File: src/rtl/aenc_pkg.sv
package aenc_pkg;

  typedef enum logic [3:0] {
    ST_IDLE,
    ST_SEED,
    ST_C_FETCH,
    ST_C_LOAD,
    ST_C_BITS,
    ST_C_WR,
    ST_W_FETCH,
    ST_W_LOAD,
    ST_W_BITS,
    ST_W_WR
  } enc_state_e;

  function automatic logic [7:0] rev8(input logic [7:0] b);
    logic [7:0] r;
    for (int i = 0; i < 8; i++) begin
      r[i] = b[7-i];
    end
    return r;
  endfunction

endpackage

File: src/rtl/aenc_byte_ram.sv
module aenc_byte_ram #(
  parameter int AW = 5,
  parameter int DW = 8,
  localparam int DEPTH = 1 << AW
) (
  input  logic          clk,
  input  logic          we,
  input  logic [AW-1:0] waddr,
  input  logic [DW-1:0] wdata,
  input  logic [AW-1:0] raddr,
  output logic [DW-1:0] rdata
);

  logic [DW-1:0] mem [DEPTH];

  always_ff @(posedge clk) begin
    if (we) begin
      mem[waddr] <= wdata;
    end
    rdata <= mem[raddr];
  end

endmodule

File: src/rtl/aenc_crc_step.sv
module aenc_crc_step #(
  parameter int          W    = 24,
  parameter logic [23:0] TAPS = 24'h00065B
) (
  input  logic [W-1:0] crc_i,
  input  logic         din,
  output logic [W-1:0] crc_o
);

  logic fb;

  always_comb begin
    fb    = crc_i[W-1] ^ din;
    crc_o = {crc_i[W-2:0], 1'b0} ^ (fb ? TAPS[W-1:0] : '0);
  end

endmodule

File: src/rtl/aenc_wht_step.sv
module aenc_wht_step #(
  parameter int         W    = 8,
  parameter logic [7:0] TAPS = 8'h11
) (
  input  logic [W-1:0] lfsr_i,
  input  logic         din,
  output logic [W-1:0] lfsr_o,
  output logic         dout
);

  always_comb begin
    dout   = din ^ lfsr_i[W-1];
    lfsr_o = {lfsr_i[W-2:0], 1'b0} ^ (lfsr_i[W-1] ? {TAPS[W-2:0], 1'b0} : '0);
  end

endmodule

File: src/rtl/adv_pkt_encoder.sv
module adv_pkt_encoder
  import aenc_pkg::*;
#(
  parameter int          MAX_LEN  = 32,
  parameter int          CH_W     = 6,
  parameter int          CRC_W    = 24,
  parameter logic [23:0] CRC_TAPS = 24'h00065B,
  parameter logic [7:0]  WHT_TAPS = 8'h11,
  localparam int AW        = $clog2(MAX_LEN),
  localparam int LW        = AW + 1,
  localparam int CRC_BYTES = CRC_W / 8,
  localparam int CW        = $clog2(CRC_BYTES + 1)
) (
  input  logic          clk,
  input  logic          rst,
  input  logic          ld_we,
  input  logic [AW-1:0] ld_addr,
  input  logic [7:0]    ld_data,
  input  logic [LW-1:0] pkt_len,
  input  logic [CH_W-1:0] chan_idx,
  input  logic          start,
  input  logic [AW-1:0] rd_addr,
  output logic [7:0]    rd_data,
  output logic          done
);

  enc_state_e state_q;
  logic [LW-1:0]    len_q, len_eff, seed_base;
  logic [AW-1:0]    ptr_q, seed_addr;
  logic [CW-1:0]    cnt_q;
  logic [2:0]       bcnt_q;
  logic [7:0]       sh_q, ob_q, wh_q, wh_nx, wht_seed, crc_byte;
  logic [CRC_W-1:0] crc_q, crc_nx, crc_shifted;
  logic             wbit, done_q, done_d1, busy;
  logic [7:0]       rd_q;
  logic             last_data, last_byte;

  logic          ram_we;
  logic [AW-1:0] ram_waddr, ram_raddr;
  logic [7:0]    ram_wdata, ram_q;

  aenc_byte_ram #(.AW(AW), .DW(8)) u_ram (
    .clk  (clk),
    .we   (ram_we),
    .waddr(ram_waddr),
    .wdata(ram_wdata),
    .raddr(ram_raddr),
    .rdata(ram_q)
  );

  aenc_crc_step #(.W(CRC_W), .TAPS(CRC_TAPS)) u_crc (
    .crc_i(crc_q),
    .din  (sh_q[0]),
    .crc_o(crc_nx)
  );

  aenc_wht_step #(.W(8), .TAPS(WHT_TAPS)) u_wht (
    .lfsr_i(wh_q),
    .din   (sh_q[0]),
    .lfsr_o(wh_nx),
    .dout  (wbit)
  );

  // Length limiting and derived positions
  always_comb begin
    if (pkt_len > LW'(MAX_LEN)) begin
      len_eff = LW'(MAX_LEN);
    end else if (pkt_len < LW'(CRC_BYTES)) begin
      len_eff = LW'(CRC_BYTES);
    end else begin
      len_eff = pkt_len;
    end
    wht_seed    = rev8(8'(chan_idx)) | 8'h02;
    seed_base   = len_q - LW'(CRC_BYTES);
    seed_addr   = seed_base[AW-1:0] + AW'(cnt_q);
    crc_shifted = crc_q << (8 * cnt_q);
    crc_byte    = crc_shifted[CRC_W-1 -: 8];
    last_data   = ({1'b0, ptr_q} == len_q - LW'(CRC_BYTES + 1));
    last_byte   = ({1'b0, ptr_q} == len_q - LW'(1));
    busy        = (state_q != ST_IDLE);
  end

  // Buffer port steering
  always_comb begin
    ram_we    = 1'b0;
    ram_waddr = ld_addr;
    ram_wdata = ld_data;
    ram_raddr = rd_addr;
    case (state_q)
      ST_IDLE:    ram_we = ld_we && !start;
      ST_SEED:    ram_raddr = seed_addr;
      ST_C_FETCH: ram_raddr = ptr_q;
      ST_W_FETCH: ram_raddr = ptr_q;
      ST_C_WR: begin
        ram_we    = 1'b1;
        ram_waddr = seed_addr;
        ram_wdata = rev8(crc_byte);
      end
      ST_W_WR: begin
        ram_we    = 1'b1;
        ram_waddr = ptr_q;
        ram_wdata = rev8(ob_q);
      end
      default: ;
    endcase
  end

  always_ff @(posedge clk) begin
    if (rst) begin
      state_q <= ST_IDLE;
      done_q  <= 1'b0;
      done_d1 <= 1'b0;
      rd_q    <= '0;
      len_q   <= LW'(CRC_BYTES);
      ptr_q   <= '0;
      cnt_q   <= '0;
      bcnt_q  <= '0;
      sh_q    <= '0;
      ob_q    <= '0;
      wh_q    <= '0;
      crc_q   <= '0;
    end else begin
      done_d1 <= done_q;
      rd_q    <= (done_q && done_d1) ? ram_q : '0;
      case (state_q)
        ST_IDLE: begin
          if (start) begin
            len_q   <= len_eff;
            wh_q    <= wht_seed;
            cnt_q   <= '0;
            ptr_q   <= '0;
            done_q  <= 1'b0;
            state_q <= ST_SEED;
          end else if (ld_we) begin
            done_q <= 1'b0;
          end
        end
        ST_SEED: begin
          if (cnt_q != '0) begin
            crc_q <= {crc_q[CRC_W-9:0], ram_q};
          end
          if (cnt_q == CW'(CRC_BYTES)) begin
            cnt_q   <= '0;
            state_q <= (len_q == LW'(CRC_BYTES)) ? ST_C_WR : ST_C_FETCH;
          end else begin
            cnt_q <= cnt_q + CW'(1);
          end
        end
        ST_C_FETCH: state_q <= ST_C_LOAD;
        ST_C_LOAD: begin
          sh_q    <= ram_q;
          bcnt_q  <= '0;
          state_q <= ST_C_BITS;
        end
        ST_C_BITS: begin
          crc_q  <= crc_nx;
          sh_q   <= sh_q >> 1;
          bcnt_q <= bcnt_q + 3'd1;
          if (bcnt_q == 3'd7) begin
            if (last_data) begin
              cnt_q   <= '0;
              state_q <= ST_C_WR;
            end else begin
              ptr_q   <= ptr_q + AW'(1);
              state_q <= ST_C_FETCH;
            end
          end
        end
        ST_C_WR: begin
          if (cnt_q == CW'(CRC_BYTES - 1)) begin
            cnt_q   <= '0;
            ptr_q   <= '0;
            state_q <= ST_W_FETCH;
          end else begin
            cnt_q <= cnt_q + CW'(1);
          end
        end
        ST_W_FETCH: state_q <= ST_W_LOAD;
        ST_W_LOAD: begin
          sh_q    <= ram_q;
          bcnt_q  <= '0;
          state_q <= ST_W_BITS;
        end
        ST_W_BITS: begin
          wh_q   <= wh_nx;
          ob_q   <= {wbit, ob_q[7:1]};
          sh_q   <= sh_q >> 1;
          bcnt_q <= bcnt_q + 3'd1;
          if (bcnt_q == 3'd7) begin
            state_q <= ST_W_WR;
          end
        end
        ST_W_WR: begin
          if (last_byte) begin
            done_q  <= 1'b1;
            state_q <= ST_IDLE;
          end else begin
            ptr_q   <= ptr_q + AW'(1);
            state_q <= ST_W_FETCH;
          end
        end
        default: state_q <= ST_IDLE;
      endcase
    end
  end

  assign rd_data = rd_q;
  assign done    = done_q;

endmodule

File: config.mk
export PLATFORM = sky130hd
export DESIGN_NAME = adv_pkt_encoder
export DESIGN_NICKNAME = d
export VERILOG_FILES = /design/src/rtl/aenc_pkg.sv /design/src/rtl/aenc_byte_ram.sv /design/src/rtl/aenc_crc_step.sv /design/src/rtl/aenc_wht_step.sv /design/src/rtl/adv_pkt_encoder.sv
export SDC_FILE = /design/constraint.sdc
export NUM_CORES = 1
export LEC_CHECK = 0
export BUFFER_PORTS_ARGS = -buffer_cell sky130_fd_sc_hd__buf_2
export CAP_MARGIN = 20
export CORE_ASPECT_RATIO = 1.5
export CORE_MARGIN = 4
export CORE_UTILIZATION = 65
export CTS_BUF_LIST = sky130_fd_sc_hd__clkbuf_16
export CTS_CLUSTER_DIAMETER = 40
export CTS_CLUSTER_SIZE = 8
export DETAILED_ROUTE_END_ITERATION = 6
export PLACE_DENSITY_LB_ADDON = 0.15
export REMOVE_ABC_BUFFERS = 1
export SLEW_MARGIN = 20
export SYNTH_ARGS = -nofsm -noshare
export SYNTH_HDL_FRONTEND = slang
export SYNTH_SLANG_ARGS = --single-unit
File: constraint.sdc
create_clock -name clk -period 10.7 [get_ports clk]
set_input_delay 2.14 -clock clk [delete_from_list [all_inputs] [get_ports clk]]
set_output_delay 2.14 -clock clk [all_outputs]
set_load 0.1 [all_outputs]
==> results.yml <==
status:
  run_status: "finished clean"
timing:
  drv_slew: 0
  finClkSkew_ns: 0.0244
  setup_viol: 0
  hold_viol: 0
  rsz0062_at_grt: "no"
  min_period_over_period_pct: 44.1
  worst_pin_slew_ns: 1.16
  fmax_mhz: 212
  max_slew_margin_pct: 22.5
  finalWorstSetupSlack_ns: 5.98
  min_period_ns: 4.72
  setup-tns-final_ns: 0
worst_setup_path:
  crit_arrival_ns: 5.13
  crit_type: "in -> reg"
  end_kind: "register"
  start_kind: "input port"
  required_ns: 11.12
  cp_max_fo: 40
  ff2ff_setup_slack_ns: 6.10
drt:
  drtAntennaViolNets: 0
  via_count: 10500
  drt_pass1_iterations: 6
  vias_per_cell: 6.59
  post_drt_wl_per_cell_um: 23.4
  drc_errors: 0
  drt_wl_total_mm: 37.3
  drt_iter0_drc: 1206
cts:
  numCtsBuffers: 49
  clk_pin_slew_worst_paths_ns: 0.05
  post_cts_buffers: 0
  cts_resized: 0
  cts.sinks: 341
  cts_root_buffer: "clkbuf_16"
  clock_latency_ns: 0.56
  ctsHoldBuffers: 0
  clock_path_buffers: 3
  cts_tree: "yes"
  cts_max_level: 2
global_routing:
  grt_pass1_vias: 10300
  track_usage_pct: 30.2
  grt_pass1_wl_mm: 57.0
  grt-ovfl-total: 0
  antenna_found_initial: 0
  grt_max_degree: 94
logic_synthesis:
  yosys.area.top_type: "edfxtp_1"
  ys.flop_type: "edfxtp_1"
  synth_warnings: 0
  synth_area_um2: 14700
  synth.area.top_cells: "edfxtp_1 52%, dfxtp_1 12%, nand2_1 4.4%, nor2_1 3.0%, mux2i_1 2.8%"
  syn_avg_cell_area_um2: 11.7
  synthDistinctLibCells: 64
  ys_ff_latch: 341
  synthCells: 1255
  synth-async-reset-ratio_pct: 0
  synth_edf_count: 256
  seq_area_frac_synth_pct: 63.9
  netlist.area_leader.share_pct: 52.3
final_layout:
  syn_to_final_growth_pct: 12.2
  diodes: 0
  layout-drive-gt1-share_pct: 10.2
  final_util_pct: 74.0
  stdcell_count: 1595
  nFillCells: 1481
  finish.net_count: 1328
floorplanning:
  start_util_pct: 65.9
  ios: 43
  dieWidth_um: 131
  die_area_um2: 25100
  rows: 67
  core_area_um2: 22300
  fp.dieH_um: 192
power_and_ir_drop:
  ir_drop_uv: 153
  p_leak_nw: 5.89
  power_mw: 4.51
  cellPowerDensity_nw_per_um2: 273
placement:
  placed_cells: 1504
  dp_hpwl_mm: 23.5
  port-buffer-count: 42
  gp_congestion: 0.964
  place_ws_ns: 5.54
job:
  drv_cap: 0
worst_hold_path:
  min_path_type: "reg -> reg"
## critical path: stages
cell and delay (ns):
buf_2 0.12, o211a_1 0.16, a221oi_4 0.18, buf_4 0.40
and2_2 0.59, buf_4 0.51, nand2_1 0.27, a2bb2oi_1 0.23
o211ai_1 0.14, nor4b_1 0.34
## layout make-up
cell class / instances / area, um2 / area share (%)
inverters: 12 / 45.0 / 0.273
clock buffers: 51 / 1280 / 7.74
clock inverters: 39 / 153 / 0.926
repair buffers: 63 / 363 / 2.20
well taps: 276 / 345 / 2.09
flip-flops and latches: 341 / 9390 / 56.9
multi-input cells: 813 / 4920 / 29.8
## where the power goes
group / internal [mW] / switching (mW)
registers: 1.56 / 0.109
logic: 0.481 / 0.979
clock network: 0.845 / 0.540
## kinds of logic after synthesis
group	share of synthesized area (%)
xor+xnor	1.37
fa+ha+maj	1.24
compound gates	14.5
simple gates	13.0
buf+inv	2.87
mux	3.17
flops	63.9
## routing by layer
metal,wire length [um],global-route usage (%),vias to the layer above
met2,18700,51.1,544
met5,0,0,-
li1,-,-,4796
met3,2990,5.37,148
met1,13200,35.3,5025
met4,2490,18.7,0
## Yosys cell counts, types with 5 or more instances
cell       number
nor2b_1         6
nand3b_1        6
nor3_1          9
buf_2          19
clkbuf_1       57
nand3_1        14
edfxtp_1      256
and3_1         49
nor4_1          7
a311oi_1       29
o2bb2ai_1      12
buf_1           9
xnor2_1        16
o21ai_0        52
a21oi_1        38
nor2_1        116
nand2b_1        5
a22oi_1        17
dfxtp_1        85
a211oi_1       52
ha_1           13
inv_1          12
mux2_2          5
xor2_1          7
a31oi_1        40
mux2i_1        41
nand2_1       172
or3_1           9
o22ai_1        40
## flip-flops by register name, summed over array words and instances (netlist names)
signal       cells
len_q            6
done             1
wh_q             7
rd_data          8
ptr_q            5
cnt_q            2
sh_q             8
bcnt_q           3
state_q          4
done_d1          1
u_ram.rdata      8
crc_q           24
ob_q             8
u_ram.mem      256
## worst paths after layout
| path | start | end | cells after the start |
|---|---|---|---|
| hold / removal | ob_q[0] | ob_q[0] | 2 |
| setup reg to reg | state_q[2] | u_ram.mem[10][4] | 6 |
| hold reg to reg | ob_q[0] | ob_q[0] | 2 |
| setup / recovery | rd_addr[0] | u_ram.rdata[5] | 10 |
## per-stage QoR
| stage | instance area (um2) | hold WS [ns] |
|---|---|---|
| final | 16500 | 0.460 |
| after floorplan | 14300 | 0.431 |
| after global routing | 16500 | 0.488 |
| after detailed placement | 15100 | 0.453 |
| after CTS | 16500 | 0.460 |
| after global placement | 15100 | 0.449 |
## layout by cell type (no fill, tap or decap), drive strengths merged, types with 7 or more instances in the layout
cell / instances
nor4: 7
dfxtp: 85
buf: 62
a22oi: 17
mux2i: 41
nand3: 14
o22ai: 40
edfxtp: 256
inv: 48
a31oi: 40
a21oi: 38
o21ai: 52
a211oi: 52
and3: 49
a311oi: 29
nor2: 118
ha: 13
nor3: 10
xnor2: 16
clkbuf: 52
nand2: 172
o2bb2ai: 12
xor2: 7
or3: 9
Power figures use the tool's default switching activity.
